$ cat config.mk
export PLATFORM = sky130hd
export DESIGN_NAME = fwd_select
export DESIGN_NICKNAME = d
export VERILOG_FILES = /design/src/rtl/fwd_pkg.sv /design/src/rtl/fwd_match.sv /design/src/rtl/fwd_mux.sv /design/src/rtl/fwd_select.sv
export SDC_FILE = /design/constraint.sdc
export NUM_CORES = 1
export LEC_CHECK = 0
export ABC_AREA = 1
export BUFFER_PORTS_ARGS = -buffer_cell sky130_fd_sc_hd__buf_2
export CAP_MARGIN = 40
export CORE_UTILIZATION = 44
export DETAILED_ROUTE_END_ITERATION = 8
export PLACE_DENSITY = 0.95
export SYNTH_ARGS = -nofsm -noshare
export SYNTH_HDL_FRONTEND = slang
export SYNTH_HIERARCHICAL = 1
export SYNTH_SLANG_ARGS = --single-unit
export TNS_END_PERCENT = 30
$ cat constraint.sdc
create_clock -name vclk -period 1.93
set_clock_uncertainty 0.15 [all_clocks]
set_input_delay 0.2895 -clock vclk [all_inputs]
set_output_delay 0.2895 -clock vclk [all_outputs]
set_load 0.01 [all_outputs]
$ cat src/rtl/fwd_pkg.sv
package fwd_pkg;
  localparam int unsigned NUM_OLDER = 3;
  localparam int unsigned SEL_W = $clog2(NUM_OLDER + 1);

  typedef enum logic [SEL_W-1:0] {
    SRC_DECODE = 2'b00,
    SRC_EXM    = 2'b01,
    SRC_MWB    = 2'b10,
    SRC_WBE    = 2'b11
  } fwd_src_e;
endpackage

$ cat src/rtl/fwd_match.sv
// Priority comparison of one source specifier against the older destinations.
// Index 0 is the youngest older instruction (execute/memory).
module fwd_match
  import fwd_pkg::*;
#(
  parameter int unsigned REG_W = 3
) (
  input  logic [REG_W-1:0]           src,
  input  logic [NUM_OLDER-1:0][REG_W-1:0] dst,
  output logic [SEL_W-1:0]           sel
);
  logic [NUM_OLDER-1:0] hit;

  genvar g;
  generate
    for (g = 0; g < NUM_OLDER; g++) begin : g_cmp
      assign hit[g] = (src != '0) && (src == dst[g]);
    end
  endgenerate

  // Walk from oldest to youngest so the youngest hit overwrites.
  always_comb begin
    sel = SEL_W'(SRC_DECODE);
    for (int i = NUM_OLDER - 1; i >= 0; i--) begin
      if (hit[i]) sel = SEL_W'(i + 1);
    end
  end
endmodule

$ cat src/rtl/fwd_mux.sv
// Data steering: input 0 is the decode-read value, 1.. are older stages.
module fwd_mux
  import fwd_pkg::*;
#(
  parameter int unsigned DATA_W = 16
) (
  input  logic [SEL_W-1:0]                  sel,
  input  logic [NUM_OLDER:0][DATA_W-1:0]    din,
  output logic [DATA_W-1:0]                 dout
);
  always_comb begin
    dout = din[0];
    for (int i = 1; i <= NUM_OLDER; i++) begin
      if (sel == SEL_W'(i)) dout = din[i];
    end
  end
endmodule

$ cat src/rtl/fwd_select.sv
module fwd_select
  import fwd_pkg::*;
#(
  parameter int unsigned DATA_W = 16,
  parameter int unsigned REG_W  = 3
) (
  input  logic [REG_W-1:0]  src_a_id,
  input  logic [REG_W-1:0]  src_b_id,
  input  logic [REG_W-1:0]  dst_exm,
  input  logic [REG_W-1:0]  dst_mwb,
  input  logic [REG_W-1:0]  dst_wbe,
  input  logic [DATA_W-1:0] opnd_a_rf,
  input  logic [DATA_W-1:0] opnd_b_rf,
  input  logic [DATA_W-1:0] res_exm,
  input  logic [DATA_W-1:0] res_mwb,
  input  logic [DATA_W-1:0] res_wbe,
  output logic [1:0]        sel_a,
  output logic [1:0]        sel_b,
  output logic [DATA_W-1:0] alu_a,
  output logic [DATA_W-1:0] alu_b
);
  localparam int unsigned NUM_OPND = 2;

  logic [NUM_OLDER-1:0][REG_W-1:0]  dst_v;
  logic [NUM_OPND-1:0][REG_W-1:0]   src_v;
  logic [NUM_OPND-1:0][DATA_W-1:0]  rf_v;
  logic [NUM_OPND-1:0][SEL_W-1:0]   sel_v;
  logic [NUM_OPND-1:0][DATA_W-1:0]  out_v;

  assign dst_v = {dst_wbe, dst_mwb, dst_exm};
  assign src_v = {src_b_id, src_a_id};
  assign rf_v  = {opnd_b_rf, opnd_a_rf};

  genvar o;
  generate
    for (o = 0; o < NUM_OPND; o++) begin : g_opnd
      logic [NUM_OLDER:0][DATA_W-1:0] din;
      assign din = {res_wbe, res_mwb, res_exm, rf_v[o]};

      fwd_match #(.REG_W(REG_W)) u_match (
        .src (src_v[o]),
        .dst (dst_v),
        .sel (sel_v[o])
      );

      fwd_mux #(.DATA_W(DATA_W)) u_mux (
        .sel  (sel_v[o]),
        .din  (din),
        .dout (out_v[o])
      );
    end
  endgenerate

  assign sel_a = sel_v[0];
  assign sel_b = sel_v[1];
  assign alu_a = out_v[0];
  assign alu_b = out_v[1];
endmodule

After elaboration in Yosys (flattened, before gate mapping)
Cells that the tools add are included.
W data, S select, Z words.
Storage, ports and cells
  register bits after elaboration: 0
  input port bits: 95
  output and inout bits: 36
  logic and storage cells: 32
Operators by class
  equality and inequality tests: 12
  multiplexer cells: 12
  reduce and logical (&&, ||, !) cells: 8
Operator list (number)
  $mux W16: 6
  $eq A3 B3 Y1: 6
  $mux W2: 6
  $eq A2 B2 Y1 const B: 4
  $logic_and A1 B1 Y1: 6
  $reduce_bool A3 Y1: 2
  $eq A2 B1 Y1 const B: 2

Longest topological paths before layout
  depth in word-level cells: 9
  mapped depth: 14
  gate-level depth less buffers: 12

By module
Netlist, hierarchy kept.
By module, submodules not included
  fwd_mux: instances 2, cells each 155, area an instance 737.0 µm², seq. area each 0.0 µm²
  fwd_match: instances 2, cells each 46, area an instance 200.2 µm², seq. area each 0.0 µm²

Worst setup path before layout
OpenSTA, ideal clock, no wires.
  path kind: input to output
  start point: in src_a_id[1]
  end point: out alu_a[10]
  arrival: 1503 ps
  data required time: 1490 ps
  setup slack: -12 ps
  stages on the path: 14
  buffers on the path: 2
  cells stage by stage: inv_2 > nand2_1 > nand2_1 > nor2_2 > nand2_1 > a21oi_2 > buf_6 > inv_2 > nand2_4 > inv_4 > buf_12 > nand2_2 > nand3_1 > nand2_1
On the way
  longest elaborated chain between the ends: 9
  elaborated cells between the ends (all ways): 16
  those cells by class: eq/ne: 6; mux: 6; reduce/logical: 4
RTL lines
  from (decl): RTL line fwd_select.sv:7  | input logic [REG_W-1:0] src_a_id,
  $eq A3 B3 Y1 or $reduce_bool A3 Y1 (tied branches): RTL line fwd_match.sv:17  | assign hit[g] = (src != '0) && (src == dst[g]);
  $logic_and A1 B1 Y1: RTL line fwd_match.sv:17
  $mux W2 (2 in series): RTL line fwd_match.sv:25  | if (hit[i]) sel = SEL_W'(i + 1);
  $mux W2 (*): RTL line fwd_match.sv:25
  via sel_a[1]: RTL line fwd_select.sv:17  | output logic [1:0] sel_a,
  $eq A2 B1 Y1: RTL line fwd_mux.sv:14  | if (sel == SEL_W'(i)) dout = din[i];
  $mux W16 (2 in series): RTL line fwd_mux.sv:14
  $mux W16 (*): RTL line fwd_mux.sv:14
  to (decl): RTL line fwd_select.sv:19  | output logic [DATA_W-1:0] alu_a,
The timed path passes the listed nets; every way through them passes the cells marked *.

Worst setup path in the final report
  start point: in src_a_id[1]
  end point: out alu_a[9]
On the way
  longest elaborated chain between the ends: 9
  elaborated cells between the ends (all ways): 16
  those cells by class: eq/ne: 6; mux: 6; reduce/logical: 4
RTL lines (RTL line)
  $eq A3 B3 Y1 or $reduce_bool A3 Y1 (tied branches): fwd_match.sv:17
  $logic_and A1 B1 Y1: fwd_match.sv:17
  $mux W2 (2 in series): fwd_match.sv:25
  $mux W2 (*): fwd_match.sv:25
  $eq A2 B1 Y1: fwd_mux.sv:14
  $mux W16 (2 in series): fwd_mux.sv:14
  $mux W16 (*): fwd_mux.sv:14
Every way passes the cells marked *; elsewhere a longest branch is shown, timed or not.

==> metrics.md <==
| Metric | Value |
|---|---|
| Status | finished, violations left |
| Failing checks | setup timing |
| Sequential cells | 0 |
| Finished Core Util | 90.7% |
| Crit start category | input pin |
| Core area | 4060 sq um |
| RSZ-0062 raised after global routing | true |
| Layout Cells excl Fill | 609 |
| CP cell instances | buf_12, xnor2_2, nand2_1, nor2_2, buf_4, a21oi_4, buf_6, buf_12, clkbuf_16, nand2_1, nand3_1, nand2_1, buf_2 |
| Die area | 4520 sq um |
| Post-DP HPWL | 5720 um |
| Commonest non-fill, non-tap cell in the layout | nand2_1 |
| Hold-fix buffers, CTS | 0 |
| CP max stage cell | xnor2_2 |
| Filler instances | 169 |
| Critical Path Source | src_a_id[1] |
| Unique masters post-synth | 19 |
| DRT Wirelength | 11900 um |
| Global-route wire length before repair | 12700 um |
| CP Data Arrival Time | 1.93 ns |
| Number of max-cap violations | 0 |
| Post-synthesis cell count | 402 |
| 1st-iter DRT viols | 525 |
| Worst slew pin tran | 0.249 ns |
| Chip Height | 67.3 um |
| Final Worst Setup Slack | -0.443 ns |
| Gr usage total | 36.3% |
| Router iterations before antenna repair | 9 |
| Num ports | 131 |
| Post-layout min period | 2.37 ns |
| Syn Area/Cell | 4.66 sq um |
| Synth area leader | nand2_1 |
| PD cells | 451 nW/um^2 |
| Final max-slew violation count | 0 |
| Fin crit share | 123% |
| Max incr delay on CP | 0.25 ns |
| Number of global-route vias before repair | 2975 |
| Max Clk Rate | 421 MHz |
| Grt total ovfl | 0 |
| Clkbuf count | 0 |
| Most used cell, CP | nand2_1 |
| Via density | 5.99 |
| Area of the mapped netlist | 1870 sq um |
| Die X | 67.3 um |
| Hold_sp | res_wbe[2] |
| Peak supply drop | 0.256 mV |
| Pleak | 2.21 nW |
| Final setup violating endpoints | 34 |
| Sequential Area | 0 sq um |
| Via count | 3649 |
| # diodes | 0 |
| Worst slew margin | 83.4% |
| WHS Path Cells | 4 |
| Syn nets | 497 |
| Crit end category | output pin |
| Share of cells above drive strength 1 | 54.6% |
| Commonest non-fill, non-tap cells in the layout | 148 x nand2_1, 110 x buf_2, 66 x inv_1 |
| Initial core utilization | 46.2% |
| DRC | 0 |
| Final hold vios | 0 |
| Post-synth top area share | 38.1% |
| Sequential-to-total area share from yosys stat | 0% |
| Antenna violations before repair | 0 |
| Layout Nets | 656 |
| Leading post-synthesis cells by cell area | nand2_1 38%, nand3_1 16%, inv_1 14%, nand2_2 6.0%, nand2_4 3.6% |
| Crit-path max FO | 6 |
| # rows | 23 |
| I/O Buffers | 131 |
| Post-DRT Antenna Nets | 0 |
| Per-cell routed wire length | 19.5 um |
| Largest net degree at the start of global routing | 15 |
| Placed cell count | 593 |
| Warnings from Yosys | 6 |
| CP Data Required Time | 1.49 ns |
| Synth-to-layout area growth | 96.5% |
| Worst Hold Class | in2out |
| Setup CP Type | in2out |
| Routability congestion estimate | 0.960 |
-- critical path, delay by kind of cell --
kind | cells | cell delay (ns)
buffers and inverters | 6 | 0.84
and+or+nand+nor | 5 | 0.51
xor gates and xnor gates | 1 | 0.25
AOI/OAI and AO/OA | 1 | 0.04
-- path summary, 6_finish.rpt --
kind	slack, ns	to
max	-0.44	alu_a[9]
min	0.72	alu_a[2]
-- cells by family (layout without fill, tap and decap cells) --
family	Yosys count	after routing	share of synthesized area (%)
simple gates	292	293	68.4
buf+inv	98	254	26.8
compound gates	6	6	2.00
xor+xnor	6	6	2.80
-- Yosys cell counts (all sizes together) --
cell          number
a21oi              2
buf               10
clkbuf             2
dlymetal6s2s       2
inv               84
nand2            214
nand3             60
nor2              14
o21ai              4
or2                4
xnor2              6
-- report_power, final --
| part | internal (mW) | total [mW] | switching, mW |
|---|---|---|---|
| Combinational | 0.722 | 1.66 | 0.939 |
| Sequential | 0 | 0 | 0 |
| Clock | 0 | 0 | 0 |
| Total | 0.722 | 1.66 | 0.939 |
-- layout make-up --
type	count	area (sq um)	area share, %
multi-input combinational	305	1890	51.4
timing repair buffer	169	1330	36.0
inverter	84	389	10.6
tap	50	62.6	1.70
timing repair inverter	1	11.3	0.306
-- per-layer routing --
| metal | vias to the layer above | part of all wire (%) | wire length (um) | track usage, % |
|---|---|---|---|---|
| li1 | 1505 | - | - | - |
| met1 | 1528 | 29 | 3500 | 37.9 |
| met2 | 450 | 44 | 5190 | 70.6 |
| met3 | 166 | 14 | 1710 | 4.73 |
| met4 | 0 | 13 | 1510 | 16.8 |
| met5 | - | 0 | 0 | 0 |
-- per-stage QoR --
step | hold WS (ns) | TNS (ns) | setup WS [ns] | total power [mW] | area [sq um]
after floorplan | 0.549 | -0.0200 | -0.00166 | 0.673 | 1890
after global placement | 0.722 | -5.59 | -0.224 | 1.05 | 2670
final | 0.721 | -11.35 | -0.443 | 1.66 | 3680
after global routing | 0.750 | -13.38 | -0.507 | 1.75 | 3680
after detailed placement | 0.723 | -8.09 | -0.311 | 1.07 | 2670
after CTS | 0.722 | -4.17 | -0.157 | 1.28 | 3100
-- timing repair --
| action | 4_1_cts | 5_1_grt |
|---|---|---|
| setup endpoints to repair | 32 | 33 |
| endpoints found under the hold margin | 0 | 0 |
| buffers inserted | 6 | 5 |
| resized for setup | 92 | 110 |
| pin swaps | 39 | 35 |
| gates cloned | 2 | 4 |
(Power assumes the default switching activity.)
